===== config.mk =====
export PLATFORM = sky130hd
export DESIGN_NAME = wdog_delayed_reset
export DESIGN_NICKNAME = d
export VERILOG_FILES = /design/src/rtl/wdog_pkg.sv /design/src/rtl/wdog_cfg_reg.sv /design/src/rtl/wdog_tick_counter.sv /design/src/rtl/wdog_grace.sv /design/src/rtl/wdog_delayed_reset.sv
export SDC_FILE = /design/constraint.sdc
export NUM_CORES = 1
export LEC_CHECK = 0
export BUFFER_PORTS_ARGS = -buffer_cell sky130_fd_sc_hd__buf_2
export CORE_MARGIN = 4
export CORE_UTILIZATION = 45
export DETAILED_ROUTE_END_ITERATION = 10
export PLACE_DENSITY_LB_ADDON = 0.08
export SLEW_MARGIN = 5
export SYNTH_ARGS = -nofsm -noshare
export SYNTH_HDL_FRONTEND = slang
export SYNTH_SLANG_ARGS = --single-unit

===== constraint.sdc =====
create_clock -name clk_i -period 4.59 [get_ports clk_i]
set_clock_uncertainty 0.05 [all_clocks]
set_input_delay 0.2295 -clock clk_i [delete_from_list [all_inputs] [get_ports clk_i]]
set_output_delay 0.2295 -clock clk_i [all_outputs]
set_load 0.005 [all_outputs]

===== src/rtl/wdog_pkg.sv =====
package wdog_pkg;

    // Arming bits held in the configuration register
    typedef struct packed {
        logic en;
        logic rst_en;
    } wdog_cfg_t;

    // Interval select encoding
    typedef enum logic [1:0] {
        IVL_SHORT  = 2'd0,
        IVL_MID    = 2'd1,
        IVL_LONG   = 2'd2,
        IVL_MAX    = 2'd3
    } wdog_ivl_e;

    localparam int NUM_IVL = 4;

    // Exponent of the interval length for a given select index
    function automatic int ivl_shift(input int base, input int step, input int idx);
        return base + step * idx;
    endfunction

endpackage


===== src/rtl/wdog_cfg_reg.sv =====
module wdog_cfg_reg
    import wdog_pkg::*;
(
    input  logic      clk_i,
    input  logic      por_i,
    input  logic      we_i,
    input  wdog_cfg_t d_i,
    output wdog_cfg_t q_o
);

    wdog_cfg_t cfg_q;

    // Only a power-on reset clears the arming bits
    always_ff @(posedge clk_i) begin
        if (por_i)
            cfg_q <= '0;
        else if (we_i)
            cfg_q <= d_i;
    end

    assign q_o = cfg_q;

    AST_POR_DISARM: assert property (@(posedge clk_i)
        por_i |=> (q_o == '0));

endmodule


===== src/rtl/wdog_tick_counter.sv =====
module wdog_tick_counter
    import wdog_pkg::*;
#(
    parameter int BASE  = 17,
    parameter int STEP  = 3,
    parameter int CNT_W = BASE + STEP * (NUM_IVL - 1)
) (
    input  logic      clk_i,
    input  logic      rst_i,
    input  logic      en_i,
    input  logic      restart_i,
    input  wdog_ivl_e sel_i,
    output logic      tick_o
);

    logic [CNT_W-1:0] cnt_q;
    logic [CNT_W-1:0] mask_tab [NUM_IVL];
    logic [CNT_W-1:0] mask;

    // One low-bit mask per interval select
    for (genvar i = 0; i < NUM_IVL; i++) begin : g_mask
        localparam int SH = ivl_shift(BASE, STEP, i);
        assign mask_tab[i] = {CNT_W{1'b1}} >> (CNT_W - SH);
    end

    assign mask = mask_tab[sel_i];

    always_ff @(posedge clk_i) begin
        if (rst_i || restart_i)
            cnt_q <= '0;
        else if (en_i)
            cnt_q <= cnt_q + 1'b1;
    end

    // Expiry when the selected low bits are all ones; a restart takes precedence
    assign tick_o = en_i && !restart_i && ((cnt_q & mask) == mask);

    AST_RESTART_ZERO: assert property (@(posedge clk_i) disable iff (rst_i)
        restart_i |=> (cnt_q == '0));

    AST_HOLD_WHEN_OFF: assert property (@(posedge clk_i) disable iff (rst_i)
        (!en_i && !restart_i) |=> $stable(cnt_q));

endmodule


===== src/rtl/wdog_grace.sv =====
module wdog_grace #(
    parameter int GRACE = 512,
    parameter int GW    = $clog2(GRACE)
) (
    input  logic clk_i,
    input  logic rst_i,
    input  logic start_i,
    input  logic cancel_i,
    output logic fire_o,
    output logic pending_o
);

    localparam logic [GW-1:0] LAST = GW'(GRACE - 1);

    logic          pend_q;
    logic [GW-1:0] gcnt_q;

    assign fire_o    = pend_q && (gcnt_q == LAST);
    assign pending_o = pend_q;

    always_ff @(posedge clk_i) begin
        if (rst_i || cancel_i || fire_o) begin
            pend_q <= 1'b0;
            gcnt_q <= '0;
        end else if (pend_q) begin
            gcnt_q <= gcnt_q + 1'b1;
        end else if (start_i) begin
            pend_q <= 1'b1;
            gcnt_q <= '0;
        end
    end

    AST_IDLE_ZERO: assert property (@(posedge clk_i) disable iff (rst_i)
        !pend_q |-> (gcnt_q == '0));

    AST_CANCEL_DROPS: assert property (@(posedge clk_i) disable iff (rst_i)
        cancel_i |=> !pend_q);

endmodule


===== src/rtl/wdog_delayed_reset.sv =====
module wdog_delayed_reset
    import wdog_pkg::*;
#(
    parameter int BASE  = 17,
    parameter int STEP  = 3,
    parameter int GRACE = 512
) (
    input  logic       clk_i,
    input  logic       por_i,
    input  logic       rst_i,
    input  logic       cfg_we_i,
    input  logic       cfg_en_i,
    input  logic       cfg_rst_en_i,
    input  logic [1:0] sel_i,
    input  logic       wd_clear_i,
    input  logic       flag_clear_i,
    output logic       irq_flag_o,
    output logic       rst_req_o
);

    localparam int CNT_W = BASE + STEP * (NUM_IVL - 1);

    wdog_cfg_t cfg_d, cfg_q;
    logic      rst_any;
    logic      tick, fire, pending, restart, cancel;
    logic      flag_q, req_q;

    assign rst_any = rst_i || por_i;
    assign cfg_d   = '{en: cfg_en_i, rst_en: cfg_rst_en_i};

    wdog_cfg_reg u_cfg (
        .clk_i (clk_i),
        .por_i (por_i),
        .we_i  (cfg_we_i),
        .d_i   (cfg_d),
        .q_o   (cfg_q)
    );

    // A fired request also restarts the interval counter
    assign restart = wd_clear_i || fire;

    wdog_tick_counter #(
        .BASE  (BASE),
        .STEP  (STEP),
        .CNT_W (CNT_W)
    ) u_cnt (
        .clk_i     (clk_i),
        .rst_i     (rst_any),
        .en_i      (cfg_q.en),
        .restart_i (restart),
        .sel_i     (wdog_ivl_e'(sel_i)),
        .tick_o    (tick)
    );

    assign cancel = wd_clear_i || !cfg_q.en || !cfg_q.rst_en;

    wdog_grace #(
        .GRACE (GRACE)
    ) u_grace (
        .clk_i     (clk_i),
        .rst_i     (rst_any),
        .start_i   (tick && cfg_q.rst_en),
        .cancel_i  (cancel),
        .fire_o    (fire),
        .pending_o (pending)
    );

    always_ff @(posedge clk_i) begin
        if (rst_any) begin
            flag_q <= 1'b0;
            req_q  <= 1'b0;
        end else begin
            req_q <= fire;
            if (tick)
                flag_q <= 1'b1;
            else if (flag_clear_i)
                flag_q <= 1'b0;
        end
    end

    assign irq_flag_o = flag_q;
    assign rst_req_o  = req_q;

    AST_FLAG_STICKY: assert property (@(posedge clk_i) disable iff (rst_any)
        (irq_flag_o && !flag_clear_i) |=> irq_flag_o);

    AST_REQ_PULSE: assert property (@(posedge clk_i) disable iff (rst_any)
        rst_req_o |=> !rst_req_o);

    AST_REQ_ARMED: assert property (@(posedge clk_i) disable iff (rst_any)
        rst_req_o |-> $past(cfg_q.rst_en && cfg_q.en));

    AST_NO_PEND_UNARMED: assert property (@(posedge clk_i) disable iff (rst_any)
        !cfg_q.rst_en |=> !pending);

endmodule


==> results of run 1 <==
## power by group
group / internal [mW] / total, mW / leakage [nW] / switching (mW)
logic: 0.00545 / 0.0130 / 0.334 / 0.00750
clock network: 0.161 / 0.276 / 0.0552 / 0.114
registers: 0.348 / 0.350 / 0.322 / 0.00189
total: 0.515 / 0.638 / 0.711 / 0.124
## registers in the layout, indices dropped and copies added, names as in the netlist
signal	cells
irq_flag_o	1
rst_req_o	1
u_cfg.q_o	2
u_cnt.cnt_q	26
u_grace.gcnt_q	9
u_grace.pending_o	1
## area by class of cell
| type | count | area share |
|---|---|---|
| well taps | 48 | 0.0299 |
| multi-input cells | 151 | 0.478 |
| inverters | 6 | 0.0112 |
| flip-flops and latches | 40 | 0.399 |
| clock buffers | 6 | 0.0362 |
| clock inverters | 2 | 0.0175 |
| repair buffers | 11 | 0.0274 |
## metal layers
| layer | wire length, um | vias to the layer above | track usage |
|---|---|---|---|
| met5 | 0 | - | 0 |
| met4 | 44 | 0 | 0.0543 |
| met3 | 104 | 5 | 0.0393 |
| met2 | 1710 | 19 | 0.244 |
| met1 | 1630 | 668 | 0.183 |
| li1 | - | 729 | - |
## metrics by stage
step	utilization	power, mW	setup slack (ns)	hold slack [ns]
2_1_floorplan	-	0.365	2.31	0.244
3_3_place_gp	0.503	0.371	1.87	0.388
3_5_place_dp	0.503	0.371	1.68	0.385
4_1_cts	0.532	0.645	1.66	0.0783
5_1_grt	0.532	0.662	1.38	0.0717
6_report	0.532	0.638	1.71	0.0839
## cells by family after synthesis
| family | count (synthesis) | synth area share |
|---|---|---|
| AO/OA/AOI/OAI | 13 | 0.0625 |
| XOR/XNOR | 29 | 0.141 |
| adder cells (fa/ha/maj) | 3 | 0.0208 |
| buffers and inverters | 11 | 0.0236 |
| flip-flops | 40 | 0.444 |
| multiplexers | 3 | 0.0167 |
| AND/OR/NAND/NOR | 103 | 0.291 |
## path summary, 6_finish.rpt
kind / from / endpoint / slack, ns / cells after the start
worst max-delay path: u_grace.gcnt_q[0] / u_grace.gcnt_q[0] / 1.71 / 10
worst min-delay path: rst_i / irq_flag_o / 0.08 / 2
worst max register to register: u_grace.gcnt_q[0] / u_grace.gcnt_q[0] / 1.71 / 10
worst min register to register: u_grace.gcnt_q[8] / u_grace.gcnt_q[8] / 0.43 / 2
## cells in the final DEF, fill, tap and decap left out, drive strengths merged, types with 7 or more instances in the layout
master  Yosys  final
nand3      18     18
nor3        7      7
nand4      14     14
buf         2     11
nor2       35     35
dfxtp      40     40
nand2      14     14
xor2       24     24
==> impl_metrics.env, run 1 <==
export IMPL_synth_common_cells="dfxtp_1, nor2_1, xor2_1, nand3_1, nand2_1"
export IMPL_cts_sinks=40
export IMPL_syn_nets=215
export IMPL_status="complete, no violations"
export IMPL_startpoint_type="flip-flop"
export IMPL_leakage_nw=0.711
export IMPL_root_buffer="clkbuf_8"
export IMPL_yosys_area_top_type="dfxtp_1"
export IMPL_setup_viol=0
export IMPL_yosys_warnings=0
export IMPL_final_layout_size_suffix_gt1_frac=0.120
export IMPL_drtPass1Iterations=4
export IMPL_grt_pass1_vias=1401
export IMPL_crit_type="flip-flop to flip-flop"
export IMPL_worstPathCellList="ha_1 > inv_1 > nor2_1 > and3_1 > ha_1 > a21o_1 > or3_1 > inv_2 > nand3_1 > a211oi_1"
export IMPL_cap_violations=0
export IMPL_dieArea_um2=5080
export IMPL_grt_usage=0.147
export IMPL_finalHoldViolations=0
export IMPL_crit_arrival_ns=3.01
export IMPL_drc=0
export IMPL_ys_ff_latch=40
export IMPL_initial_core_util=0.478
export IMPL_die_y_um=71.3
export IMPL_slew_viol_final=0
export IMPL_critPathMaxFanout=27
export IMPL_setup_tns_ns=0
export IMPL_numCtsBuffers=5
export IMPL_grt_max_degree=28
export IMPL_postCtsHoldBufs=0
export IMPL_n_fill_cell=366
export IMPL_synth_edf_count=0
export IMPL_critPathMaxStageDelay_ns=0.68
export IMPL_critPathBufInv=2
export IMPL_cts_max_level=2
export IMPL_syn_area_um2=1800
export IMPL_slew_headroom=0.412
export IMPL_yosysTopAreaCellShare=0.444
export IMPL_power_density_nw_per_um2=318
export IMPL_grt_pass1_wl_um=6040
export IMPL_multiInputGateArea_um2=960
export IMPL_cts_tree="built"
export IMPL_via_count=1421
export IMPL_hold_path_class="input pin to flip-flop"
export IMPL_clk_pin_slew_ns=0.07
export IMPL_peakVddDrop_v=0.000156
export IMPL_tightest_slew_ns=0.883
export IMPL_period_needed_ns=2.88
export IMPL_cp_common_cell="ha_1"
export IMPL_end_kind="flip-flop"
export IMPL_avgSynthCellArea_um2=8.93
export IMPL_core_um2=3770
export IMPL_regArea_um2=801
export IMPL_clk_latency_ns=0.28
export IMPL_antenna_found_initial=0
export IMPL_io_pins=12
export IMPL_fin_area_um2=2010
export IMPL_nets=228
export IMPL_syn_inst=202
export IMPL_rows=22
export IMPL_path_delay_family="simple AND/OR/NAND/NOR gates"
export IMPL_cp_slowest_cell="or3_1"
export IMPL_cts_setup_buffers=0
export IMPL_fin_crit_sh=0.629
export IMPL_dp_hpwl_um=2530
export IMPL_initialDrtViolationCount=65
export IMPL_antenna_cells=0
export IMPL_async_flop_share=0
export IMPL_gp_congestion=0.782
export IMPL_synth_ff_type="dfxtp_1"
export IMPL_synthToLayoutAreaGrowth_pct=11.2
export IMPL_yosysMostFrequentCell="dfxtp_1"
export IMPL_layout_cells_non_filler=264
export IMPL_rsz0062_at_grt="false"
export IMPL_port_buffers=11
export IMPL_cts_path_max_buffers=2
export IMPL_avgViaCountPerCell=5.38
export IMPL_synth_area_top_cells="dfxtp_1, xor2_1, nor2_1"
export IMPL_placedInstanceArea_um2=1900
export IMPL_cp_required_ns=4.72
export IMPL_wl_um=3490
export IMPL_wire_per_inst_um=13.2
export IMPL_overflow=0
export IMPL_cts_resized=0
export IMPL_timing_fmax_mhz=347
export IMPL_dp_cells=256
export IMPL_ant_nets=0
export IMPL_ys_types=34
export IMPL_ys_seq_area_frac=0.444
export IMPL_die_w_um=71.3
(Power assumes the default switching activity.)
==> run 2, diff against run 1 <==
==> constraint.sdc (replaced) <==
create_clock -name clk_i -period 2.3 [get_ports clk_i]
set_clock_uncertainty 0.05 [all_clocks]
set_input_delay 0.115 -clock clk_i [delete_from_list [all_inputs] [get_ports clk_i]]
set_output_delay 0.115 -clock clk_i [all_outputs]
set_load 0.005 [all_outputs]
==> run 2 against run 1 <==
Compared with the run above: combinational power rose by 130%; fmax grew 32%; largest power group unchanged; first-iteration DRC count grew 51%; design area up 4.0%; sequential cell count unchanged.
==> impl_metrics.env, run 2 (synthesis results as in run 1) <==
export IMPL_status="complete, no violations"
export IMPL_r2r_end="u_grace.gcnt_q[2]"
export IMPL_cts_tree="built"
export IMPL_cts_max_level=2
export IMPL_grt_max_degree=27
export IMPL_largest_reg_flops=26
export IMPL_hold_slack_ns=0.0207
export IMPL_cp_required_ns=2.46
export IMPL_nets=239
export IMPL_slew_headroom=0.640
export IMPL_rsz0062_at_grt="false"
export IMPL_critPathMaxStageDelay_ns=0.34
export IMPL_grt_usage=0.156
export IMPL_cts_sinks=40
export IMPL_wl_um=3600
export IMPL_initialDrtViolationCount=98
export IMPL_critPathMaxFanout=5
export IMPL_p_clk_frac=0.357
export IMPL_dieArea_um2=5080
export IMPL_switchingPower_mw=0.231
export IMPL_ant_nets=0
export IMPL_layout_commonest_cell="dfxtp_1"
export IMPL_grtUsageMet3=0.0505
export IMPL_cp_slowest_cell="or3_4"
export IMPL_intPower_mw=0.904
export IMPL_finalHoldViolations=0
export IMPL_numCtsBuffers=5
export IMPL_whs_path_depth=2
export IMPL_clk_pin_slew_ns=0.07
export IMPL_clk_latency_ns=0.29
export IMPL_setup_viol=0
export IMPL_dp_cells=263
export IMPL_gp_congestion=0.743
export IMPL_die_w_um=71.3
export IMPL_crit_arrival_ns=2.34
export IMPL_root_buffer="clkbuf_8"
export IMPL_worstHoldStart="por_i"
export IMPL_synthToLayoutAreaGrowth_pct=15.7
export IMPL_largest_register="u_cnt.cnt_q"
export IMPL_top_usage_layer="met2"
export IMPL_initial_core_util=0.478
export IMPL_layout_cells_non_filler=272
export IMPL_setup_tns_ns=0
export IMPL_holdPathEnd="irq_flag_o"
export IMPL_end_kind="flip-flop"
export IMPL_r2r_start="u_grace.gcnt_q[0]"
export IMPL_cap_violations=0
export IMPL_n_fill_cell=355
export IMPL_port_buffers=11
export IMPL_cts_path_max_buffers=2
export IMPL_tightest_slew_ns=0.538
export IMPL_grt_pass1_vias=1469
export IMPL_core_um2=3770
export IMPL_rows=22
export IMPL_io_pins=12
export IMPL_antenna_found_initial=0
export IMPL_final_cell_mix="dfxtp_1, nor2_1, xor2_1"
export IMPL_startpoint_type="flip-flop"
export IMPL_drtPass1Iterations=4
export IMPL_grt_pass1_wl_um=6340
export IMPL_hold_path_class="input pin to flip-flop"
export IMPL_drc=0
export IMPL_use_met2=0.265
export IMPL_overflow=0
export IMPL_power_density_nw_per_um2=544
export IMPL_r2r_setup_slack_ns=0.12
export IMPL_peakVddDrop_v=0.000303
export IMPL_avgViaCountPerCell=5.40
export IMPL_timing_fmax_mhz=459
export IMPL_slew_viol_final=0
export IMPL_die_y_um=71.3
export IMPL_leakage_nw=0.742
export IMPL_fin_crit_sh=0.947
export IMPL_crit_type="flip-flop to flip-flop"
export IMPL_wire_per_inst_um=13.2
export IMPL_grtUsageMet1=0.180
export IMPL_final_layout_size_suffix_gt1_frac=0.179
export IMPL_power_frac_seq=0.616
export IMPL_period_needed_ns=2.18
export IMPL_swShare=0.204
export IMPL_comb_power_share=0.027
export IMPL_worstPathCellList="ha_2 > inv_1 > nor2_1 > and3_1 > ha_1 > a21o_1 > or3_4 > inv_2 > nand3_2 > buf_6 > nor3_2"
export IMPL_dp_hpwl_um=2600
export IMPL_reg2reg_depth=11
export IMPL_via_count=1469
export IMPL_antenna_cells=0
run 2: worst max-delay path: cells and delay by family (launching register included):
kind                     cells  cell delay, ns
AND/OR/NAND/NOR              5            0.85
adder cells (fa/ha/maj)      2            0.39
flip-flops                   1            0.32
buffers and inverters        3            0.28
AO/OA/AOI/OAI                1            0.22
run 2: routing by layer:
layer / wire length (um) / share of wire
met5: 0 / 0
met4: 65 / 0.018
met3: 131 / 0.036
met2: 1760 / 0.49
met1: 1640 / 0.46
run 2: metrics by stage:
| step | cell area (um2) | util | power, mW | setup slack [ns] |
|---|---|---|---|---|
| 2_1_floorplan | 1800 | - | 0.728 | 0.0227 |
| 3_3_place_gp | 1950 | 0.517 | 0.741 | 0.190 |
| 4_1_cts | 2030 | 0.538 | 1.15 | 0.0516 |
| 5_1_grt | 2090 | 0.553 | 1.19 | 0.0226 |
| 6_report | 2090 | 0.553 | 1.13 | 0.122 |
| 3_5_place_dp | 1950 | 0.517 | 0.741 | 0.0747 |
run 2: area by class of cell:
type / count / area [um2] / share of cell area
Clock buffer: 5 / 68.8 / 0.0330
Inverter: 6 / 22.5 / 0.0108
Multi-Input combinational cell: 151 / 992 / 0.476
Sequential cell: 40 / 801 / 0.384
Tap cell: 48 / 60.1 / 0.0288
Timing Repair Buffer: 22 / 141 / 0.0678
run 2: how the worst max path moves through the flow:
stage,startpoint,endpoint
after floorplan,u_grace.gcnt_q[0],u_grace.pending_o
after global placement,u_grace.gcnt_q[0],u_grace.gcnt_q[3]
after detailed placement,u_grace.gcnt_q[0],u_grace.gcnt_q[2]
after CTS,u_grace.gcnt_q[0],u_grace.gcnt_q[2]
after global routing,u_grace.gcnt_q[0],u_grace.gcnt_q[2]
final,u_grace.gcnt_q[0],u_grace.gcnt_q[2]
run 2: power by group through the flow:
stage / Clock (mW) / Combinational [mW] / Sequential, mW
final: 0.406 / 0.0304 / 0.699
after global routing: 0.454 / 0.0337 / 0.699
after CTS: 0.425 / 0.0286 / 0.698
after detailed placement: 0 / 0.0271 / 0.714
after global placement: 0 / 0.0263 / 0.714
after floorplan: 0 / 0.0165 / 0.711
run 2: repair_timing:
action,4_1_cts,5_1_grt
buffers inserted,0,2
resized for setup,0,8
hold buffers,1,0
hold endpoints to repair,2,0
endpoints found under the setup margin,0,5
==> run 3, diff against run 2 <==
--- a/config.mk
+++ b/config.mk
@@ -6,8 +6,10 @@
 export NUM_CORES = 1
 export LEC_CHECK = 0
 export BUFFER_PORTS_ARGS = -buffer_cell sky130_fd_sc_hd__buf_2
+export CELL_PAD_IN_SITES_DETAIL_PLACEMENT = 2
+export CELL_PAD_IN_SITES_GLOBAL_PLACEMENT = 2
 export CORE_MARGIN = 4
-export CORE_UTILIZATION = 45
+export CORE_UTILIZATION = 33
 export DETAILED_ROUTE_END_ITERATION = 10
 export PLACE_DENSITY_LB_ADDON = 0.08
 export SLEW_MARGIN = 5
==> run 3 against run 2 <==
Compared with the run above: final cell count grew 9.9%; power grew 20%; core utilization shrank 13 points; design area grew 5.0%; via count grew 3.7%; clock power grew 56%; sequential share of layout area shrank 1.7 points; fmax shrank 2.4%; combinational power grew 18%.
==> impl_metrics.env, run 3 (synthesis results as in run 1) <==
export IMPL_status="complete, no violations"
export IMPL_drc=0
export IMPL_grt_max_degree=27
export IMPL_nets=241
export IMPL_port_buffers=11
export IMPL_cts_tree="built"
export IMPL_layout_commonest_cell="dfxtp_1"
export IMPL_root_buffer="clkbuf_8"
export IMPL_post_place_ws_ns=0.0532
export IMPL_finalHoldViolations=0
export IMPL_avgViaCountPerCell=5.09
export IMPL_ant_nets=0
export IMPL_crit_arrival_ns=2.37
export IMPL_startpoint_type="flip-flop"
export IMPL_dieArea_um2=6710
export IMPL_cts_sinks=40
export IMPL_clk_pin_slew_ns=0.08
export IMPL_crit_type="flip-flop to flip-flop"
export IMPL_placedInstanceArea_um2=1990
export IMPL_power_mw=1.37
export IMPL_fin_area_um2=2190
export IMPL_peakVddDrop_v=0.000233
export IMPL_power_density_nw_per_um2=623
export IMPL_leakage_nw=0.781
export IMPL_end_kind="flip-flop"
export IMPL_drtPass1Iterations=3
export IMPL_hold_path_class="input pin to flip-flop"
export IMPL_timing_fmax_mhz=448
export IMPL_dp_hpwl_um=3390
export IMPL_wire_per_inst_um=16.1
export IMPL_worst_slack_ns=0.0691
export IMPL_cts_max_level=2
export IMPL_die_y_um=81.9
export IMPL_cap_violations=0
export IMPL_antenna_cells=0
export IMPL_cp_slowest_cell="dfxtp_2"
export IMPL_die_w_um=81.9
export IMPL_fin_crit_sh=0.970
export IMPL_numCtsBuffers=5
export IMPL_setup_viol=0
export IMPL_clk_latency_ns=0.30
export IMPL_critPathMaxFanout=8
export IMPL_initial_core_util=0.346
export IMPL_gp_congestion=0.744
export IMPL_period_needed_ns=2.23
export IMPL_largest_register="u_cnt.cnt_q"
export IMPL_grt_pass1_wl_um=8020
export IMPL_critPathMaxStageDelay_ns=0.33
export IMPL_io_pins=12
export IMPL_wl_um=4820
export IMPL_cts_path_max_buffers=2
export IMPL_slew_headroom=0.601
export IMPL_initialDrtViolationCount=86
export IMPL_largest_reg_flops=26
export IMPL_final_cell_mix="dfxtp_1, nor2_1, xor2_1"
export IMPL_overflow=0
export IMPL_grt_usage=0.158
export IMPL_slew_viol_final=0
export IMPL_synthToLayoutAreaGrowth_pct=21.5
export IMPL_setup_tns_ns=0
export IMPL_antenna_found_initial=0
export IMPL_final_layout_size_suffix_gt1_frac=0.201
export IMPL_worstPathCellList="ha_2 > inv_1 > nor2_1 > and3_1 > ha_2 > a21o_1 > a21oi_2 > o2111ai_4 > nor3_4 > nor3_1"
export IMPL_core_um2=5200
export IMPL_via_count=1523
export IMPL_cp_required_ns=2.44
export IMPL_cp_common_cell="ha_2"
export IMPL_tightest_slew_ns=0.594
export IMPL_rows=26
export IMPL_grt_pass1_vias=1650
[run 3: changes by cell type in the layout (fill, tap and decap cells not counted)]
| cell | before | now |
|---|---|---|
| dfxtp_2 | 0 | 2 |
| dlygate4sd3_1 | 1 | 2 |
| ha_1 | 2 | 1 |
| nand3_2 | 1 | 0 |
| clkbuf_8 | 5 | 7 |
| ha_2 | 1 | 2 |
| buf_4 | 8 | 10 |
| bufinv_16 | 0 | 1 |
| buf_2 | 12 | 11 |
| nand3_1 | 17 | 18 |
| dfxtp_1 | 40 | 38 |
[run 3: repair_timing]
action / 4_1_cts / 5_1_grt
endpoints found under the setup margin: 0 / 11
hold buffers: 2 / 0
buffers inserted: 0 / 3
endpoints found under the hold margin: 3 / 0
gates resized for setup: 0 / 10
[run 3: per-stage QoR]
step / instances / util / hold WS [ns]
2_1_floorplan: 202 / - / 0.130
3_3_place_gp: 286 / 0.381 / 0.268
3_5_place_dp: 286 / 0.381 / 0.257
4_1_cts: 296 / 0.410 / 0.0135
5_1_grt: 299 / 0.421 / 0.0266
6_report: 299 / 0.421 / 0.0140
[run 3: cell type report]
type,instances,area [um2]
Timing Repair Buffer,24,161
Clock buffer,7,96.3
Multi-Input combinational cell,151,990
Clock inverter,1,30.0
Inverter,6,22.5
Fill cell,601,3010
Sequential cell,40,803
Tap cell,70,87.6
[run 3: where the power goes]
group	switching [mW]	leakage (nW)	total, mW	internal [mW]
combinational	0.0199	0.393	0.0359	0.0160
sequential	0.00223	0.323	0.696	0.694
clock	0.251	0.0645	0.634	0.383
total	0.273	0.781	1.37	1.09
[run 3: worst paths after layout]
kind	startpoint	end	slack, ns	depth (start not counted)
worst min-delay path	cfg_rst_en_i	u_cfg.q_o[0]	0.01	3
worst min register to register	u_grace.gcnt_q[8]	u_grace.gcnt_q[8]	0.44	2
worst max-delay path	u_grace.gcnt_q[0]	u_grace.gcnt_q[2]	0.07	10
worst max register to register	u_grace.gcnt_q[0]	u_grace.gcnt_q[2]	0.07	10
[run 3: layer usage]
layer,global-route usage,part of all wire
met4,0.0498,0.012
met5,0,0
met1,0.191,0.45
met3,0.0417,0.026
met2,0.273,0.51
[run 3: critical path: cells and delay by family (launching register included)]
| family | cells | cell delay (ns) |
|---|---|---|
| DFF | 1 | 0.33 |
| buffers and inverters | 1 | 0.08 |
| and+or+nand+nor | 4 | 0.67 |
| AOI/OAI and AO/OA | 3 | 0.61 |
| adders and majority gates | 2 | 0.38 |
